<file path="src/rtl/dbmb_pkg.sv">
package dbmb_pkg;

  // Per-channel address match flags produced by the decoder
  typedef struct packed {
    logic stat;
    logic set;
    logic clr;
  } hit_t;

  // Byte address of one register of a channel group
  function automatic int unsigned reg_addr(
    input int unsigned dir,
    input int unsigned idx,
    input int unsigned dir_stride,
    input int unsigned ch_stride,
    input int unsigned ofs
  );
    return dir * dir_stride + idx * ch_stride + ofs;
  endfunction

endpackage

</file>
<file path="src/rtl/dbmb_decode.sv">
module dbmb_decode
  import dbmb_pkg::*;
#(
  parameter int ADDR_W     = 12,
  parameter int CH_PER_DIR = 2,
  parameter int NUM_CH     = 4,
  parameter int DIR_STRIDE = 'h100,
  parameter int CH_STRIDE  = 'h20,
  parameter int SET_OFS    = 'h8,
  parameter int CLR_OFS    = 'h10
) (
  input  logic [ADDR_W-1:0]  addr,
  output hit_t [NUM_CH-1:0]  hits
);

  for (genvar c = 0; c < NUM_CH; c++) begin : g_ch
    localparam int unsigned DIR = c / CH_PER_DIR;
    localparam int unsigned IDX = c % CH_PER_DIR;
    localparam int unsigned A_STAT = reg_addr(DIR, IDX, DIR_STRIDE, CH_STRIDE, 0);
    localparam int unsigned A_SET  = reg_addr(DIR, IDX, DIR_STRIDE, CH_STRIDE, SET_OFS);
    localparam int unsigned A_CLR  = reg_addr(DIR, IDX, DIR_STRIDE, CH_STRIDE, CLR_OFS);

    always_comb begin
      hits[c].stat = (addr == ADDR_W'(A_STAT));
      hits[c].set  = (addr == ADDR_W'(A_SET));
      hits[c].clr  = (addr == ADDR_W'(A_CLR));
    end
  end

endmodule

</file>
<file path="src/rtl/dbmb_cell.sv">
module dbmb_cell #(
  parameter int DATA_W = 32
) (
  input  logic              clk,
  input  logic              rst,
  input  logic [DATA_W-1:0] set_mask,
  input  logic [DATA_W-1:0] clr_mask,
  output logic [DATA_W-1:0] status,
  output logic              irq
);

  logic [DATA_W-1:0] status_d;

  // Set takes priority over clear on the same bit
  always_comb status_d = (status & ~clr_mask) | set_mask;

  always_ff @(posedge clk) begin
    if (rst) begin
      status <= '0;
      irq    <= 1'b0;
    end else begin
      status <= status_d;
      irq    <= |status_d;
    end
  end


  reset_clears_chk: assert property (@(posedge clk)
    rst |=> (status == '0 && !irq));


  irq_tracks_status_chk: assert property (@(posedge clk) disable iff (rst)
    irq == (status != '0));


  set_bits_land_chk: assert property (@(posedge clk) disable iff (rst)
    (set_mask != '0) |=> ((status & $past(set_mask)) == $past(set_mask)));


  clear_all_chk: assert property (@(posedge clk) disable iff (rst)
    (clr_mask == '1 && set_mask == '0) |=> (status == '0));


  idle_hold_chk: assert property (@(posedge clk) disable iff (rst)
    (set_mask == '0 && clr_mask == '0) |=> $stable(status));

endmodule

</file>
<file path="src/rtl/dbmb_rdport.sv">
module dbmb_rdport #(
  parameter int DATA_W = 32,
  parameter int NUM_CH = 4
) (
  input  logic                          clk,
  input  logic                          rst,
  input  logic [NUM_CH-1:0]             sel,
  input  logic [NUM_CH-1:0][DATA_W-1:0] status,
  output logic [DATA_W-1:0]             rdata
);

  logic [DATA_W-1:0] mux;

  always_comb begin
    mux = '0;
    for (int c = 0; c < NUM_CH; c++) begin
      mux = mux | (status[c] & {DATA_W{sel[c]}});
    end
  end

  always_ff @(posedge clk) begin
    if (rst) rdata <= '0;
    else     rdata <= mux;
  end


  unmapped_read_zero_chk: assert property (@(posedge clk) disable iff (rst)
    (sel == '0) |=> (rdata == '0));

  for (genvar c = 0; c < NUM_CH; c++) begin : g_rd_chk

    read_old_value_chk: assert property (@(posedge clk) disable iff (rst)
      sel[c] |=> (rdata == $past(status[c])));
  end

endmodule

</file>
<file path="src/rtl/doorbell_mailbox.sv">
module doorbell_mailbox
  import dbmb_pkg::*;
#(
  parameter int DATA_W     = 32,
  parameter int ADDR_W     = 12,
  parameter int CH_PER_DIR = 2,
  parameter int DIR_STRIDE = 'h100,
  parameter int CH_STRIDE  = 'h20,
  parameter int SET_OFS    = 'h8,
  parameter int CLR_OFS    = 'h10
) (
  input  logic                  clk,
  input  logic                  rst,
  input  logic [ADDR_W-1:0]     a_addr,
  input  logic                  a_we,
  input  logic [DATA_W-1:0]     a_wdata,
  output logic [DATA_W-1:0]     a_rdata,
  input  logic [ADDR_W-1:0]     b_addr,
  input  logic                  b_we,
  input  logic [DATA_W-1:0]     b_wdata,
  output logic [DATA_W-1:0]     b_rdata,
  output logic [CH_PER_DIR-1:0] irq_to_app,
  output logic [CH_PER_DIR-1:0] irq_to_ctl
);

  localparam int NUM_DIR = 2;
  localparam int NUM_CH  = NUM_DIR * CH_PER_DIR;

  hit_t [NUM_CH-1:0] a_hits, b_hits;
  logic [NUM_CH-1:0] a_stat_sel, b_stat_sel;
  logic [NUM_CH-1:0][DATA_W-1:0] status;
  logic [NUM_CH-1:0] irq;

  dbmb_decode #(
    .ADDR_W(ADDR_W), .CH_PER_DIR(CH_PER_DIR), .NUM_CH(NUM_CH),
    .DIR_STRIDE(DIR_STRIDE), .CH_STRIDE(CH_STRIDE),
    .SET_OFS(SET_OFS), .CLR_OFS(CLR_OFS)
  ) u_dec_a (
    .addr(a_addr),
    .hits(a_hits)
  );

  dbmb_decode #(
    .ADDR_W(ADDR_W), .CH_PER_DIR(CH_PER_DIR), .NUM_CH(NUM_CH),
    .DIR_STRIDE(DIR_STRIDE), .CH_STRIDE(CH_STRIDE),
    .SET_OFS(SET_OFS), .CLR_OFS(CLR_OFS)
  ) u_dec_b (
    .addr(b_addr),
    .hits(b_hits)
  );

  for (genvar c = 0; c < NUM_CH; c++) begin : g_chan
    logic [DATA_W-1:0] set_mask, clr_mask;

    always_comb begin
      set_mask = ({DATA_W{a_we & a_hits[c].set}} & a_wdata)
               | ({DATA_W{b_we & b_hits[c].set}} & b_wdata);
      clr_mask = ({DATA_W{a_we & a_hits[c].clr}} & a_wdata)
               | ({DATA_W{b_we & b_hits[c].clr}} & b_wdata);
      a_stat_sel[c] = a_hits[c].stat;
      b_stat_sel[c] = b_hits[c].stat;
    end

    dbmb_cell #(.DATA_W(DATA_W)) u_cell (
      .clk(clk),
      .rst(rst),
      .set_mask(set_mask),
      .clr_mask(clr_mask),
      .status(status[c]),
      .irq(irq[c])
    );
  end

  dbmb_rdport #(.DATA_W(DATA_W), .NUM_CH(NUM_CH)) u_rd_a (
    .clk(clk), .rst(rst), .sel(a_stat_sel), .status(status), .rdata(a_rdata)
  );

  dbmb_rdport #(.DATA_W(DATA_W), .NUM_CH(NUM_CH)) u_rd_b (
    .clk(clk), .rst(rst), .sel(b_stat_sel), .status(status), .rdata(b_rdata)
  );

  // Direction 0 signals the application side, direction 1 the control side
  assign irq_to_app = irq[CH_PER_DIR-1:0];
  assign irq_to_ctl = irq[NUM_CH-1:CH_PER_DIR];


  a_decode_unique_chk: assert property (@(posedge clk) disable iff (rst)
    $onehot0({a_hits}));


  b_decode_unique_chk: assert property (@(posedge clk) disable iff (rst)
    $onehot0({b_hits}));

endmodule

</file>
<file path="config.mk">
export PLATFORM = sky130hd
export DESIGN_NAME = doorbell_mailbox
export DESIGN_NICKNAME = d
export VERILOG_FILES = /design/src/rtl/dbmb_pkg.sv /design/src/rtl/dbmb_decode.sv /design/src/rtl/dbmb_cell.sv /design/src/rtl/dbmb_rdport.sv /design/src/rtl/doorbell_mailbox.sv
export SDC_FILE = /design/constraint.sdc
export NUM_CORES = 1
export LEC_CHECK = 0
export ABC_AREA = 1
export BUFFER_PORTS_ARGS = -buffer_cell sky130_fd_sc_hd__buf_2
export CORE_MARGIN = 2
export CORE_UTILIZATION = 50
export CTS_CLUSTER_SIZE = 40
export DETAILED_ROUTE_END_ITERATION = 12
export GPL_TIMING_DRIVEN = 0
export PLACE_DENSITY = 0.66
export SETUP_SLACK_MARGIN = 0.5
export SLEW_MARGIN = 20
export SYNTH_ARGS = -nofsm -noshare
export SYNTH_HDL_FRONTEND = slang
export SYNTH_HIERARCHICAL = 1
export SYNTH_SLANG_ARGS = --single-unit
</file>
<file path="constraint.sdc">
create_clock -name clk -period 4.85 [get_ports clk]
set_input_delay 0.2425 -clock clk [delete_from_list [all_inputs] [get_ports clk]]
set_output_delay 0.2425 -clock clk [all_outputs]
set_load 0.01 [all_outputs]
</file>
[Word level (Yosys, flattened, before mapping)]
Cells that the tools add are included.
Cells by class
  bitwise gates (word level): 66
  eq/ne operators: 22
  reduce and logical (&&, ||, !) cells: 6
Operator list (count)
  $and A32 B32 Y32: 28
  $or A32 B32 Y32: 18
  $eq A12 B9 Y1 const B: 12
  $not A32 Y32: 4
  $reduce_or A32 Y1: 4
  $eq A12 B6 Y1 const B: 6
  $eq A12 B4 Y1 const B: 2
  $eq A12 B5 Y1 const B: 2
  $logic_not A12 Y1: 2
  $and A1 B1 Y1: 16
Storage, ports and cells
  bits in registers: 196
  input port bits: 92
  output and inout port bits: 68
  logic and storage cells: 104

[Depth between registers and ports, before layout]
  depth in word-level cells: 8
  depth in mapped cells: 17
  depth with buffers taken out: 16

[Hierarchy]
Netlist, hierarchy kept.
By module, submodules not included
  dbmb_cell: area each 1460.2 µm², seq. area each 660.6 µm², instances 4, cells an instance 229
  doorbell_mailbox: area each 4296.6 µm², seq. area each 0.0 µm², instances 1, cells an instance 936
  dbmb_rdport: area each 1747.9 µm², seq. area each 640.6 µm², instances 2, cells an instance 303
  dbmb_decode: area each 195.2 µm², seq. area each 0.0 µm², instances 2, cells an instance 44

[Worst setup path before layout]
No wires, ideal clock.
  kind: input-to-reg
  from: input a_addr[2]
  to: register g_chan[0].u_cell.irq
  cell stages on the path: 17
  library setup time: 117 ps
  arrival time: 1715 ps
  data required time: 4733 ps
  path slack: 3018 ps
  path through: inv_1 nand2_1 nor2_4 nand2_1 nor2_1 clkbuf_1 nand3_1 nand2_1 inv_1 nand2_2 nand2_2 nor2_2 nand2_1 nor2_1 nand2_1 nor2_1 nor2_1
RTL lines
  start: declaration: line doorbell_mailbox.sv:14  | input logic [ADDR_W-1:0] a_addr,
  end signal: assignment: line dbmb_cell.sv:23  | irq <= |status_d;
  end: declaration: line dbmb_cell.sv:9  | output logic irq

==> results.md <==
* Worst-path clk slew at 0.08 ns
* Clock buffer depth at 2
* Num rows at 61
* Initial antenna violation count at 2
* Setup violations, final at 0
* Fraction of layout cells with a size suffix above 1 at 0.118
* Routed wire length at 55500 microns
* Initial DRC Count at 1808
* Lkg Pwr at 8.11 nW
* Worst endpoint required time at 5.19 ns
* Residual DRC at 0
* Worst-Skew Late Latency at 0.46 ns
* RePlAce Congestion at 0.975
* Critical Path End Type: flop
* Num CTS Buffers at 17
* Fin worst setup slack at 1.92 ns
* Syn Inst Count at 2546
* Vias per std cell at 5.50
* Root buf cell: clkbuf_16
* Slew HR at 0.383
* Total gr overflow at 0
* Max-Cap Viols at 0
* Post-DRT Antenna Nets at 0
* Syn_area_per_cell at 5.51 sq um
* Setup TNS at 0 ns
* Critical path arrival at 3.27 ns
* Largest net degree at the start of global routing at 19
* Fin. Hold Viols at 0
* Hold WC Path Type: in2reg
* Final worst path period share at 0.605
* Initial Utilization at 0.506
* Syn Nets at 2638
* Min cycle time layout at 2.93 ns
* CTS resizes at 0
* CTS tree: yes
* Largest cells by area after synthesis: dfxtp_1, nand2_1, nand3_1, nor2_1, inv_1
* Detailed Routing Iterations Pass 1 at 8
* Total clock sinks at 196
* Slew @ Worst Pin at 0.922 ns
* Die Y at 171 microns
* Cell variety after synth at 17
* Final instance area at 15500 sq um
* Placed cells at 3017
* Worst VDD drop at 0.209 mV
* Setup CP Type: in2reg
* Share of the synthesized area in the top cell type at 0.280
* Fin util at 0.560
* Die W at 171 microns
* Worst Path Max Fanout at 10
* Global-route wire length before repair at 83300 microns
* Power Total at 3.33 mW
* Warnings, synthesis at 6
* Register area share after synthesis at 0.280
* Max frequency at 0.341 GHz
* Synthesized area at 14000 sq um
* Min Hold Slack at 0.147 ns
* Gr usage total at 0.376
* Core Area at 27700 sq um
* CTS Hold Bufs at 0
* Dpl cell area at 15000 sq um
* Top Ports at 160
* Clk_skew at 0.0238 ns
* Vias in the first global route at 14900
* Crit start category: input port
* Routed vias at 16800
* Outcome: finished clean
* Dominant cell type by area after synthesis: dfxtp_1
* Port buffer count at 93
* Finished Layout Cells at 3051
* Unrepaired setup endpoints after global routing: no
* H-Tree Level Count at 4
* Dpl hpwl at 40300 microns
* # nets final at 2750
* Die ar. at 29400 sq um
* Setup WS pre-CTS at 1.60 ns
* Post-DR wirelength/cell at 18.2 microns
* Power per cell area at 215 nW/um^2
* Post-CTS Setup Bufs at 0
* Fin. max-slew vios at 0
* Syn-to-layout area delta at 10.7%
* FF+latch count, synth at 196
==> worst max-delay path, cell delays in order <==
cell	delay, ns
buf_2	0.10
inv_1	0.06
nand2_1	0.08
nor2_4	0.16
nand2_1	0.11
nor2_1	0.51
clkbuf_1	0.60
nand3_1	0.13
nand2_1	0.10
inv_1	0.04
nand2_1	0.06
nand2_1	0.09
nor2_1	0.11
nand2_1	0.11
nor2_1	0.32
nand2_1	0.24
nor2_1	0.14
nor2_1	0.06
==> state kept, by name, summed over array words and instances (netlist names) <==
register              cells
g_chan.u_cell/irq         4
u_rd_a/rdata             32
g_chan.u_cell/status    128
u_rd_b/rdata             32
==> report_power, final <==
| part | switching, mW | internal, mW |
|---|---|---|
| clock | 0.737 | 0.692 |
| sequential | 0.000264 | 1.61 |
| combinational | 0.235 | 0.0598 |
==> final timing paths <==
| path | startpoint | to | slack, ns | cells after the start |
|---|---|---|---|---|
| setup / recovery | a_addr[2] | g_chan[3].u_cell/irq | 1.92 | 18 |
| hold / removal | rst | u_rd_a/rdata[24] | 0.15 | 2 |
| setup reg to reg | g_chan[3].u_cell/status[11] | g_chan[3].u_cell/irq | 3.27 | 8 |
| hold reg to reg | g_chan[0].u_cell/status[30] | g_chan[0].u_cell/status[30] | 0.50 | 2 |
==> metal layers <==
layer  vias to the layer above  wire length (microns)  track usage
li1                       8085                      -            -
met1                      7596                  22400        0.494
met2                       934                  24700        0.596
met3                       162                   5830       0.0653
met4                         0                   2530        0.182
met5                         -                      0            0
==> kinds of logic (layout without fill, tap and decap cells) <==
logic type | after synthesis | count (layout) | share of synthesized area
other cells | 0 | 2 | 0
flops | 196 | 196 | 0.280
buf+inv | 486 | 611 | 0.154
simple gates | 1736 | 1736 | 0.520
compound gates | 128 | 128 | 0.0457
==> placed cells by master (no fill, tap or decap), drive strengths merged <==
cell type,count
buf,209
nor2,256
clkinv,5
a21oi,128
clkbuf,117
nand3b,2
nand3,512
nand2,966
diode,2
inv,280
dfxtp,196
==> synthesized netlist by cell type <==
cell type / n
buf_2: 50
nand2_2: 34
buf_1: 23
nand3_1: 512
buf_4: 19
inv_1: 242
dfxtp_1: 196
nor2_2: 10
nor2_4: 2
clkbuf_2: 19
nand2_1: 932
nand3b_2: 2
a21oi_1: 128
inv_2: 30
clkbuf_1: 79
nor2_1: 244
buf_6: 24
==> area by class of cell <==
class                      instances  area [sq um]
inverter                         272          1020
tap                              378           473
multi-input combinational       1864          7940
sequential                       196          3920
timing repair buffer              93           465
clock inverter                    13           114
clock buffer                      19           443
fill                            2970         12200
antenna                            2          5.00
buffer                           214          1140
No activity file was read; power rests on OpenSTA's default activity.
